===== config.mk =====
export PLATFORM = sky130hd
export DESIGN_NAME = mdio_mgmt_master
export DESIGN_NICKNAME = d
export VERILOG_FILES = /design/src/rtl/mdio_mgmt_pkg.sv /design/src/rtl/mdio_clk_gen.sv /design/src/rtl/mdio_frame_eng.sv /design/src/rtl/mdio_mgmt_master.sv
export SDC_FILE = /design/constraint.sdc
export NUM_CORES = 1
export LEC_CHECK = 0
export BUFFER_PORTS_ARGS = -buffer_cell sky130_fd_sc_hd__buf_4
export CORE_ASPECT_RATIO = 0.9
export CORE_MARGIN = 2
export CORE_UTILIZATION = 51
export DETAILED_ROUTE_END_ITERATION = 10
export GPL_ROUTABILITY_DRIVEN = 0
export PLACE_DENSITY = 0.75
export REMOVE_ABC_BUFFERS = 1
export SLEW_MARGIN = 20
export SYNTH_ARGS = -nofsm -noshare
export SYNTH_HDL_FRONTEND = slang
export SYNTH_SLANG_ARGS = --single-unit

===== constraint.sdc =====
create_clock -name clk_i -period 2.52 [get_ports clk_i]
set_input_delay 0.504 -clock clk_i [delete_from_list [all_inputs] [get_ports clk_i]]
set_output_delay 0.504 -clock clk_i [all_outputs]
set_load 0.005 [all_outputs]

===== src/rtl/mdio_mgmt_pkg.sv =====
package mdio_mgmt_pkg;
  localparam int unsigned REG_AW   = 3;
  localparam int unsigned DW       = 32;
  localparam int unsigned FRAME_W  = 32;
  localparam int unsigned PRE_LEN  = 32;
  localparam int unsigned DIV_W    = 7;
  localparam int unsigned TA_LO    = 16;
  localparam logic [REG_AW-1:0] CTRL_OFS = 3'h0;
  localparam logic [REG_AW-1:0] DATA_OFS = 3'h4;
  localparam logic [1:0] OP_RD = 2'b10;
  localparam logic [1:0] OP_WR = 2'b01;
endpackage


===== src/rtl/mdio_clk_gen.sv =====
module mdio_clk_gen #(
  parameter int unsigned DIV_W = 7
) (
  input  logic             clk_i,
  input  logic             rst_ni,
  input  logic             run_i,
  input  logic [DIV_W-1:0] div_i,
  output logic             mdc_o,
  output logic             rise_o,
  output logic             fall_o
);
  logic [DIV_W-1:0] cnt_q, half_m1;
  logic             mdc_q, wrap;

  // zero divider behaves as one
  assign half_m1 = (div_i == '0) ? '0 : div_i - DIV_W'(1);
  assign wrap    = run_i && (cnt_q == half_m1);

  always_ff @(posedge clk_i or negedge rst_ni) begin
    if (!rst_ni) begin
      cnt_q <= '0;
      mdc_q <= 1'b0;
    end else if (!run_i) begin
      cnt_q <= '0;
      mdc_q <= 1'b0;
    end else if (wrap) begin
      cnt_q <= '0;
      mdc_q <= ~mdc_q;
    end else begin
      cnt_q <= cnt_q + DIV_W'(1);
    end
  end

  assign mdc_o  = mdc_q;
  assign rise_o = wrap && !mdc_q;
  assign fall_o = wrap && mdc_q;
endmodule


===== src/rtl/mdio_frame_eng.sv =====
module mdio_frame_eng
  import mdio_mgmt_pkg::*;
#(
  parameter int unsigned FW  = FRAME_W,
  parameter int unsigned PRE = PRE_LEN
) (
  input  logic          clk_i,
  input  logic          rst_ni,
  input  logic          launch_i,
  input  logic [FW-1:0] cmd_i,
  input  logic          pre_en_i,
  input  logic          rise_i,
  input  logic          fall_i,
  input  logic          mdio_i,
  output logic          busy_o,
  output logic [FW-1:0] frame_o,
  output logic          mdio_o,
  output logic          mdio_oe_o
);
  localparam int unsigned IDX_W = $clog2(FW);
  localparam int unsigned PRE_W = $clog2(PRE + 1);

  logic             busy_q;
  logic [FW-1:0]    frame_q;
  logic [PRE_W-1:0] pre_left_q;
  logic [IDX_W-1:0] idx_q;
  logic             is_rd, in_frame, released, capture;

  assign is_rd    = (frame_q[FW-3:FW-4] == OP_RD);
  assign in_frame = (pre_left_q == '0);
  assign released = is_rd && in_frame && (idx_q <= IDX_W'(TA_LO));
  assign capture  = is_rd && in_frame && (idx_q < IDX_W'(TA_LO));

  always_ff @(posedge clk_i or negedge rst_ni) begin
    if (!rst_ni) begin
      busy_q     <= 1'b0;
      frame_q    <= '0;
      pre_left_q <= '0;
      idx_q      <= '0;
    end else if (!busy_q) begin
      if (launch_i) begin
        busy_q     <= 1'b1;
        frame_q    <= cmd_i;
        pre_left_q <= pre_en_i ? PRE_W'(PRE) : '0;
        idx_q      <= IDX_W'(FW - 1);
      end
    end else begin
      if (rise_i && capture) frame_q[idx_q] <= mdio_i;
      if (fall_i) begin
        if (!in_frame)         pre_left_q <= pre_left_q - PRE_W'(1);
        else if (idx_q == '0)  busy_q     <= 1'b0;
        else                   idx_q      <= idx_q - IDX_W'(1);
      end
    end
  end

  assign busy_o    = busy_q;
  assign frame_o   = frame_q;
  assign mdio_o    = (busy_q && in_frame) ? frame_q[idx_q] : 1'b1;
  assign mdio_oe_o = busy_q && !released;
endmodule


===== src/rtl/mdio_mgmt_master.sv =====
module mdio_mgmt_master
  import mdio_mgmt_pkg::*;
(
  input  logic              clk_i,
  input  logic              rst_ni,
  input  logic              reg_we_i,
  input  logic [REG_AW-1:0] reg_addr_i,
  input  logic [DW-1:0]     reg_wdata_i,
  output logic [DW-1:0]     reg_rdata_o,
  input  logic              mdio_i,
  output logic              mdc_o,
  output logic              mdio_o,
  output logic              mdio_oe_o
);
  localparam int unsigned CTRL_PAD = DW - DIV_W - 2;

  logic [DIV_W-1:0]   div_q;
  logic               pre_en_q;
  logic               busy, rise, fall, launch;
  logic [FRAME_W-1:0] frame;

  always_ff @(posedge clk_i or negedge rst_ni) begin
    if (!rst_ni) begin
      div_q    <= '0;
      pre_en_q <= 1'b0;
    end else if (reg_we_i && reg_addr_i == CTRL_OFS) begin
      div_q    <= reg_wdata_i[DIV_W-1:0];
      pre_en_q <= reg_wdata_i[DIV_W];
    end
  end

  assign launch = reg_we_i && (reg_addr_i == DATA_OFS);

  mdio_clk_gen #(.DIV_W(DIV_W)) u_clk (
    .clk_i  (clk_i),
    .rst_ni (rst_ni),
    .run_i  (busy),
    .div_i  (div_q),
    .mdc_o  (mdc_o),
    .rise_o (rise),
    .fall_o (fall)
  );

  mdio_frame_eng #(.FW(FRAME_W), .PRE(PRE_LEN)) u_eng (
    .clk_i     (clk_i),
    .rst_ni    (rst_ni),
    .launch_i  (launch),
    .cmd_i     (reg_wdata_i),
    .pre_en_i  (pre_en_q),
    .rise_i    (rise),
    .fall_i    (fall),
    .mdio_i    (mdio_i),
    .busy_o    (busy),
    .frame_o   (frame),
    .mdio_o    (mdio_o),
    .mdio_oe_o (mdio_oe_o)
  );

  always_comb begin
    case (reg_addr_i)
      CTRL_OFS: reg_rdata_o = {{CTRL_PAD{1'b0}}, busy, pre_en_q, div_q};
      DATA_OFS: reg_rdata_o = frame;
      default:  reg_rdata_o = '0;
    endcase
  end
endmodule


# After elaboration in Yosys (flattened, before gate mapping)
# Cells that the tools add are included.
dict set report totals {
  regBits 60
  latch_bits 0
  ramBits 0
  mem_bits_ro 0
  input_bits 39
  output_inout_bits 35
  n_memories 0
}
dict set report op_classes {
  addsub 4
  n_mul 0
  div_mod_pow 0
  magnitude_cmp 4
  eq_ne 9
  shift 0
  muxes 30
  bitwise_logic 1
  reduce_logical 22
}
# operator count
set ops {}
lappend ops {{32-bit two-way mux} 3}
lappend ops {{32-bit one-hot mux with 2 select lines} 1}
lappend ops {{32-bit bitwise mux} 1}
lappend ops {{6-bit two-way mux} 5}
lappend ops {{5-bit two-way mux} 5}
lappend ops {{7-bit two-way mux} 3}
lappend ops {{1-bit logical AND} 12}
lappend ops {{2-bit inequality test (second input constant)} 6}
lappend ops {{1-bit two-way mux} 10}
lappend ops {{7-bit by 1-bit adder with 7-bit output (second input constant)} 1}
lappend ops {{7-bit equality test} 1}
lappend ops {{7-bit zero test} 1}
lappend ops {{7-bit by 1-bit subtractor with 7-bit output (second input constant)} 1}
lappend ops {{6-bit zero test} 1}
lappend ops {{5-bit by 6-bit less-than comparator with 1-bit output (second input constant)} 1}
lappend ops {{6-bit by 1-bit subtractor with 6-bit output (second input constant)} 1}
lappend ops {{1-bit binary-select mux with 5-bit select} 1}
lappend ops {{1-bit demux with 5-bit select} 1}
lappend ops {{5-bit by 1-bit greater-or-equal comparator with 1-bit output (second input constant)} 1}
lappend ops {{5-bit <= comparator (second input constant)} 1}
lappend ops {{5-bit zero test} 1}
lappend ops {{5-bit less-than comparator (second input constant)} 1}
lappend ops {{5-bit by 1-bit subtractor with 5-bit output (second input constant)} 1}
lappend ops {{4-bit AND reduction} 1}
lappend ops {{8 further kinds} 9}

# Longest topological paths before layout
# Gate-level depths: netlist (run 1).
dict set report logic_depth {
  ltp_word 8
  mapped_depth 10
  mapped_depth_nobuf 9
}

# Modules after synthesis
# A second synthesis (run 1) with hierarchy kept.
dict set report unflattened {
  hier_cells 445
  hier_area_um2 4031.4
}
# mod n_inst cells_each area_each_um2
set modules_own_cells {}
lappend modules_own_cells {mdio_frame_eng 1 300 2621.3}
lappend modules_own_cells {mdio_clk_gen 1 80 772.0}
lappend modules_own_cells {mdio_mgmt_master 1 65 638.1}

# Worst setup path before layout (run 1)
# No wires, ideal clock.
dict set report synth_timing {
  path_type {reg-to-reg}
  startpoint {register div_q[0]}
  endpoint {register u_eng.pre_left_q[3]}
  setup_time_ns 0.078
  arrival_ns 2.647
  required_time_ns 2.442
  setup_slack_ns -0.205
  stages_incl_launch_ff 10
  synth_period_minus_slack_ns 2.725
  path_cell_list {dfrtp_1 -> inv_1 -> ha_1 -> nor3b_1 -> or4_4 -> and3_4 -> nor4_4 -> nand2_4 -> or4_1 -> a21oi_1}
}
dict set report synth_between {
  elab_chain_cells 7
}
# item line
set synth_lines {}
lappend synth_lines {{start, declared} mdio_mgmt_master.sv:17} ;# logic [DIV_W-1:0] div_q;
lappend synth_lines {{start signal, assigned} mdio_mgmt_master.sv:27} ;# div_q <= reg_wdata_i[DIV_W-1:0];
lappend synth_lines {{7-bit by 1-bit subtractor with 7-bit output or 7-bit zero test (tied branches)} mdio_clk_gen.sv:16} ;# assign half_m1 = (div_i == '0) ? '0 : div_i - DIV_W'(1);
lappend synth_lines {{7-bit two-way mux (*)} mdio_clk_gen.sv:16}
lappend synth_lines {{7-bit equality test (*)} mdio_clk_gen.sv:17} ;# assign wrap = run_i && (cnt_q == half_m1);
lappend synth_lines {{1-bit logical AND (*)} mdio_clk_gen.sv:17}
lappend synth_lines {{1-bit logical AND (*)} mdio_clk_gen.sv:36} ;# assign fall_o = wrap && mdc_q;
lappend synth_lines {{2-bit inequality test (no line) (*)} -}
lappend synth_lines {{3-bit AND reduction (no line) (*)} -}
lappend synth_lines {{end signal, assigned} mdio_frame_eng.sv:44} ;# pre_left_q <= pre_en_i ? PRE_W'(PRE) : '0;
lappend synth_lines {{end signal, assigned} mdio_frame_eng.sv:50} ;# if (!in_frame) pre_left_q <= pre_left_q - PRE_W'(1);
lappend synth_lines {{end, declared} mdio_frame_eng.sv:25} ;# logic [PRE_W-1:0] pre_left_q;
# Every way passes the cells marked *; elsewhere a longest branch is shown, timed or not.
# A chain may end at the register's enable or synchronous reset.

# Worst setup path in the final report (run 1)
dict set report layout_timing {
  startpoint {register u_eng.idx_q[0]}
  endpoint {output port mdio_o}
}
dict set report layout_between {
  elab_chain_cells 3
}
# item line
set layout_lines {}
lappend layout_lines {{start, declared} mdio_frame_eng.sv:26} ;# logic [IDX_W-1:0] idx_q;
lappend layout_lines {{start signal, assigned} mdio_frame_eng.sv:45} ;# idx_q <= IDX_W'(FW - 1);
lappend layout_lines {{start signal, assigned} mdio_frame_eng.sv:52} ;# else idx_q <= idx_q - IDX_W'(1);
lappend layout_lines {{1-bit binary-select mux with 5-bit select} mdio_frame_eng.sv:59} ;# assign mdio_o = (busy_q && in_frame) ? frame_q[idx_q] : 1'b1;
lappend layout_lines {{1-bit two-way mux (not written as such)} mdio_frame_eng.sv:59}
lappend layout_lines {{1-bit two-way mux} mdio_frame_eng.sv:59}
lappend layout_lines {{end, declared} mdio_mgmt_master.sv:12} ;# output logic mdio_o,
# Every way passes these cells. The select of a mux whose other input is x is not followed.

==> results of run 1 <==
## path summary, 6_finish.rpt
check | startpoint | to | slack, ns
max | u_eng.idx_q[0]$_DFFE_PN0P_ | mdio_o | -0.07
max reg2reg | div_q[1]$_DFFE_PN0P_ | u_eng.frame_o[1]$_DFFE_PN0P_ | -0.04
max in group asynchronous | rst_ni | u_eng.idx_q[0]$_DFFE_PN0P_ | 1.72
min reg2reg | u_eng.frame_o[19]$_DFFE_PN0P_ | u_eng.frame_o[19]$_DFFE_PN0P_ | 0.51
min | rst_ni | u_eng.frame_o[30]$_DFFE_PN0P_ | 0.23
min in group clk_i | reg_wdata_i[16] | u_eng.frame_o[16]$_DFFE_PN0P_ | 0.35
## synthesized netlist by cell type, drive strengths merged, types with 3 or more instances
library cell and instances:
a22oi 16, nor2 38, or4 3, xnor2 5, or3 6, nor3b 5
inv 10, a221oi 5, dfrtp 60, ha 8, nor4 8, a32oi 4
nand3b 4, clkbuf 29, a21oi 33, mux4 8, and2 24, nor3 8
o21ai 53, nor2b 4, mux2 6, nand2b 6, buf 5, nand3 15
xor2 4, and3 10, or2 3, nand2 32, mux2i 14
## stage by stage
| step | std cells | setup WS (ns) |
|---|---|---|
| 2_1_floorplan | 414 | -0.399 |
| 3_3_place_gp | 627 | -0.122 |
| 3_5_place_dp | 627 | -0.190 |
| 4_1_cts | 649 | -0.0704 |
| 5_1_grt | 656 | -0.133 |
| 6_report | 656 | -0.0733 |
## kinds of logic (layout without fill, tap and decap cells)
logic type      after synthesis  after routing
xor+xnor                      9              9
fa+ha+maj                     8              8
flops                        60             60
mux                          28             28
compound gates              129            129
simple gates                170            170
buf+inv                      44            156
## cell type report
class                           count  area, um^2  share of cell area
Inverter                           10        37.5             0.00678
Clock inverter                      5         100              0.0181
Sequential cell                    60        1500               0.271
Multi-Input combinational cell    344        2580               0.467
Clock buffer                       11         131              0.0237
Timing Repair Buffer              130        1060               0.192
Tap cell                           96         120              0.0217
## sequential cells by signal, indices dropped and copies added (netlist names)
register	count
u_eng.frame_o	32
u_eng.busy_o	1
u_clk.cnt_q	7
u_eng.idx_q	5
u_eng.pre_left_q	6
div_q	7
pre_en_q	1
u_clk.mdc_o	1
## routing by layer
layer	up-vias	routed length, um	track usage
li1	1849	-	-
met1	2000	5210	0.403
met2	247	6460	0.482
met3	46	1120	0.0710
met4	0	405	0.118
met5	-	0	0
## timing repair
action,CTS,global route
resized for setup,20,88
pin swaps,9,15
gates cloned,0,2
setup endpoints to repair,35,36
hold buffers,0,0
setup buffers,6,5
## power by group
part | switching (mW) | internal [mW]
Clock | 0.392 | 0.654
Combinational | 0.600 | 0.542
Sequential | 0.153 | 1.07
Total | 1.14 | 2.26
==> run_results.csv, run 1 <==
group,metric,value,unit
outcome,status,"finished, violations left",
outcome,failing_checks,"setup timing",
route,postRouteWirelength,13.2,mm
logic_synthesis,yosysWarnings,0,
die,floorplan.io_pins,74,
clock_tree,insertion_delay,0.35,ns
sta,hold_slack,0.233,ns
clock_tree,cts_clk_pin_slew_worst_paths,0.07,ns
final_layout,design_area,5540,um^2
clock_tree,cts-root-to-sink-buffers,2,
place,post_dp_cell_area,4820,um^2
logic_synthesis,synthDistinctLibCells,52,
worst_setup_path,startpoint_type,"flip-flop",
logic_synthesis,synthesized_area,3930,um^2
route,num_vias,4142,
grt,grt_first_pass_wirelength,19.5,mm
grt,grt_usage,0.304,
sta,timing.fmax,386,MHz
die,die-height,87.3,um
die,core_area,7510,um^2
worst_setup_path,crit_slowest_cell,"sky130_fd_sc_hd__dfrtp_2",
die,num_rows,30,
power_and_ir_drop,report.power.total,3.41,mW
sta,post-route-worst-setup-slack,-0.0733,ns
sta,setup-tns-final,-0.296,ns
worst_hold_path,hp-class,"in2async",
worst_setup_path,ff2ff_path_depth,11,
logic_synthesis,netlist.area_leader.share,0.382,
worst_setup_path,cp.depth,6,
logic_synthesis,synth_top_family_by_area,"simple AND/OR/NAND/NOR gates",
sta,unrepaired_setup_endpoints_after_global_routing,"true",
sta,skew,0.00575,ns
die,die_area,8430,um^2
final_layout,synthToLayoutAreaGrowth,41.0,%
final_layout,layout.filler_cells,519,
logic_synthesis,synth-edff-count,0,
final_layout,final_nets,602,
grt,first_global_vias,3909,
logic_synthesis,syn_inst,448,
logic_synthesis,synth-simple-area-share,0.233,
die,initial_utilization,0.523,
die,die_x,96.5,um
worst_setup_path,worstPathArrival,2.09,ns
power_and_ir_drop,max-vdd-ir-drop,0.324,mV
worst_setup_path,worst_setup_path_end_kind,"output pin",
grt,grt_overflow_total,0,
sta,layout_min_cycle_time,2.59,ns
logic_synthesis,post_synth_xor_area_fraction,0.0201,
clock_tree,clock_buffer_count_from_cts,9,
route,detail_route.iter0.violations,379,
route,number_of_antenna_violating_nets_in_the_routed_design,0,
grt,antenna_found_initial,0,
worst_setup_path,cp.buffers_inverters,2,
route,post-route-drc-count,0,
sta,period_share,1.03,
clock_tree,cts.root.buffer_cell,"sky130_fd_sc_hd__clkbuf_8",
sta,drv_slew,0,
worst_setup_path,critical_path_peak_fanout,6,
final_layout,num_antenna_cells,0,
clock_tree,clkSinkCount,60,
final_layout,fraction_of_the_core_area_covered_by_cells_at_the_end_of_the_flow,0.738,
worst_setup_path,crit_path_max_incr_delay,0.49,ns
worst_setup_path,crit_chain,"buf_6 -> mux4_2 -> mux2_4 -> a21oi_4 -> o21ai_2 -> buf_4",
worst_setup_path,timing.critical_path.required,2.02,ns
logic_synthesis,avgSynthCellArea,8.77,um^2
logic_synthesis,ys_top_cells_by_area,"sky130_fd_sc_hd__dfrtp_1 38%, sky130_fd_sc_hd__o21ai_0 6.7%, sky130_fd_sc_hd__mux4_2 4.6%",
clock_tree,cts_tree,"yes",
final_layout,most_common_cell_after_layout_fill_and_taps_aside,"sky130_fd_sc_hd__buf_4",
logic_synthesis,synth_mux_area_frac,0.0987,
worst_setup_path,type_of_the_setup_path_with_the_least_slack,"reg2out",
run,drv_cap,0,
power_and_ir_drop,power.density,615,nW/um^2
place,buffer_ports.inserted,73,
logic_synthesis,synth-compound-area-share,0.197,
logic_synthesis,synth-adder-area-share,0.0255,
logic_synthesis,ys_seq_elements,60,
logic_synthesis,postSynth.topFlopCell,"sky130_fd_sc_hd__dfrtp_1",
logic_synthesis,synth_async_sr_flop_share,1.00,
route,drt_pre_antenna_iters,5,
place,dp_hpwl,8.15,mm
logic_synthesis,cell_taking_the_most_area_after_synthesis,"sky130_fd_sc_hd__dfrtp_1",
clock_tree,cts.htree.levels,3,
route,average_vias_per_placed_instance,6.31,
sta,final_report_hold_violation_count,0,
sta,timing.final.setup_violations,20,
worst_setup_path,critPathTopFamily,"multiplexers",
power_and_ir_drop,p_leak,2.41,nW
sta,relative_slew_slack,0.482,
route,avgRoutedWirePerCell,20.1,um
grt,grt_max_degree,61,
logic_synthesis,synth-seq-area-share,0.382,
final_layout,share_of_cells_above_drive_strength_1,0.388,
final_layout,final_cell_mix,"120 x sky130_fd_sc_hd__buf_4, 58 x sky130_fd_sc_hd__dfrtp_1, 38 x sky130_fd_sc_hd__nor2_1",
sta,timing_worst_slew_pin_value,0.777,ns
(Power assumes the default switching activity.)
==> inputs of run 2 (changes only) <==
--- a/config.mk
+++ b/config.mk
@@ -6,7 +6,7 @@
 export NUM_CORES = 1
 export LEC_CHECK = 0
 export BUFFER_PORTS_ARGS = -buffer_cell sky130_fd_sc_hd__buf_4
-export CORE_ASPECT_RATIO = 0.9
+export CORE_ASPECT_RATIO = 1.1
 export CORE_MARGIN = 2
 export CORE_UTILIZATION = 51
 export DETAILED_ROUTE_END_ITERATION = 10
==> run 2 against run 1 <==
  * The run still ends with setup timing left
  * Via count shrank 2.6%
  * Worst hold slack lost 0.011 ns
  * Sequential cell count is the same
  * Fmax shrank 3.6%
  * Non-clock buffer count grew 1
  * Sequential power is essentially flat
  * Utilization grew 1.3 points
  * Clock skew grew 0.0015 ns
  * Die area is essentially flat
  * Routed wire length shrank 1.3%
  * Critical path type is now reg2reg
  * Largest power group unchanged
==> run_results.csv, run 2 (synthesis results as in run 1) <==
group,metric,value,unit
outcome,status,"finished, violations left",
outcome,failing_checks,"setup timing",
sta,timing.fmax,372,MHz
route,drt_pre_antenna_iters,5,
grt,grt_max_degree,61,
die,initial_utilization,0.526,
worst_setup_path,startpoint_type,"flip-flop",
worst_setup_path,timing.critical_path.required,2.81,ns
final_layout,seq_area,1500,um^2
route,avgRoutedWirePerCell,19.6,um
place,place_inst,636,
route,route.met2.wl,6.59,mm
final_layout,layout.filler_cells,523,
sta,timing.final.setup_violations,26,
place,dp_hpwl,8.33,mm
die,die_area,8430,um^2
clock_tree,clock_buffer_count_from_cts,9,
sta,post-route-worst-setup-slack,-0.171,ns
final_layout,final_nets,603,
final_layout,share_of_cells_above_drive_strength_1,0.390,
grt,grt_overflow_total,0,
clock_tree,cts-root-to-sink-buffers,2,
place,post_dp_cell_area,4830,um^2
place,buffer_ports.inserted,73,
final_layout,design_area,5610,um^2
sta,unrepaired_setup_endpoints_after_global_routing,"true",
grt,grt_usage,0.288,
sta,relative_slew_slack,0.479,
die,die-height,96.1,um
worst_setup_path,type_of_the_setup_path_with_the_least_slack,"reg2reg",
worst_hold_path,hp-class,"in2async",
route,average_vias_per_placed_instance,6.06,
route,met3RoutedLength,743,um
sta,skew,0.00730,ns
power_and_ir_drop,max-vdd-ir-drop,0.366,mV
final_layout,num_antenna_cells,0,
final_layout,final_cell_mix,"110 x sky130_fd_sc_hd__buf_4, 58 x sky130_fd_sc_hd__dfrtp_1, 38 x sky130_fd_sc_hd__nor2_1",
route,postRouteWirelength,13.0,mm
route,num_vias,4034,
worst_setup_path,critical_path_peak_fanout,4,
route,post-route-drc-count,0,
power_and_ir_drop,power.density,615,nW/um^2
route,detail_route.iter0.violations,268,
die,num_rows,33,
worst_setup_path,worstPathArrival,2.98,ns
sta,timing_worst_slew_pin_value,0.782,ns
clock_tree,cts.htree.levels,3,
power_and_ir_drop,p_leak,2.45,nW
final_layout,instances_no_fill,666,
die,floorplan.io_pins,74,
die,die_x,87.7,um
clock_tree,cts_clk_pin_slew_worst_paths,0.07,ns
route,number_of_antenna_violating_nets_in_the_routed_design,0,
final_layout,largest_reg_flops,32,
die,core_area,7470,um^2
worst_setup_path,worst_setup_path_end_kind,"flip-flop",
clock_tree,cts.root.buffer_cell,"sky130_fd_sc_hd__clkbuf_8",
final_layout,multi_input_comb_area,2580,um^2
clock_tree,clkSinkCount,60,
clock_tree,insertion_delay,0.35,ns
grt,first_global_vias,3795,
grt,grt_first_pass_wirelength,18.6,mm
final_layout,synthToLayoutAreaGrowth,42.8,%
route,top_signal_layer_used,"met4",
run,drv_cap,0,
route,detail_route.wirelength.met1,5.23,mm
final_layout,most_common_cell_after_layout_fill_and_taps_aside,"sky130_fd_sc_hd__buf_4",
sta,drv_slew,0,
clock_tree,postCtsHoldBufs,0,
sta,period_share,1.07,
clock_tree,cts_tree,"yes",
grt,antenna_found_initial,0,
sta,final_report_hold_violation_count,0,
sta,layout_min_cycle_time,2.69,ns
[run 2: repair_timing]
item                       4_1_cts  5_1_grt
setup buffers                    6        5
pin swaps                       18       19
setup endpoints to repair       37       38
cloned                           0        3
gates resized for setup         29       91
[run 2: through the flow]
step | worst slack, ns | util | hold slack, ns | TNS (ns) | total power, mW
3_5_place_dp | -0.281 | 0.646 | 0.495 | -3.43 | 2.01
4_1_cts | -0.138 | 0.700 | 0.265 | -0.328 | 3.15
3_3_place_gp | -0.169 | 0.646 | 0.480 | -0.762 | 1.99
2_1_floorplan | -0.399 | - | 0.208 | -11.30 | 1.66
5_1_grt | -0.252 | 0.751 | 0.284 | -3.82 | 3.58
6_report | -0.171 | 0.751 | 0.222 | -1.23 | 3.45
[run 2: metal layers]
layer	vias to the layer above	track usage
met5	-	0
met4	0	0.133
met3	44	0.0480
met2	165	0.477
met1	1982	0.368
li1	1843	-
[run 2: area by class of cell]
type                    instances  area share
well taps                     105      0.0234
multi-input cells             344       0.460
repair buffers                131       0.199
inverters                      10     0.00758
clock inverters                 3      0.0120
clock buffers                  13      0.0301
flip-flops and latches         60       0.268
[run 2: worst paths after layout]
kind                                                  from                              end  slack [ns]  depth (start not counted)
min in group clk_i                         reg_wdata_i[16]    u_eng.frame_o[16]$_DFFE_PN0P_        0.35                          3
max in group asynchronous                           rst_ni       u_eng.idx_q[1]$_DFFE_PN0P_        1.73                          1
setup reg to reg                      div_q[1]$_DFFE_PN0P_  u_eng.pre_left_q[3]$_DFFE_PN0P_       -0.17                         12
hold / removal                                      rst_ni    u_eng.frame_o[29]$_DFFE_PN0P_        0.22                          1
hold reg to reg            u_eng.pre_left_q[0]$_DFFE_PN0P_  u_eng.pre_left_q[0]$_DFFE_PN0P_        0.50                          1
setup / recovery                      div_q[1]$_DFFE_PN0P_  u_eng.pre_left_q[3]$_DFFE_PN0P_       -0.17                         12
[run 2: power by group]
group / total [mW] / switching (mW) / internal, mW
sequential: 1.23 / 0.160 / 1.07
clock: 1.04 / 0.403 / 0.639
combinational: 1.18 / 0.605 / 0.580
[run 2: worst max-delay path: stages, from the launching register on]
cell and delay (ns):
sky130_fd_sc_hd__dfrtp_1 0.40, sky130_fd_sc_hd__buf_6 0.12, sky130_fd_sc_hd__inv_4 0.03, sky130_fd_sc_hd__ha_4 0.15, sky130_fd_sc_hd__nor3b_4 0.15, sky130_fd_sc_hd__or4_4 0.45, sky130_fd_sc_hd__and3_4 0.20, sky130_fd_sc_hd__nor4_4 0.23
sky130_fd_sc_hd__buf_6 0.17, sky130_fd_sc_hd__buf_6 0.10, sky130_fd_sc_hd__nand2_4 0.04, sky130_fd_sc_hd__or4_1 0.44, sky130_fd_sc_hd__a21oi_2 0.14
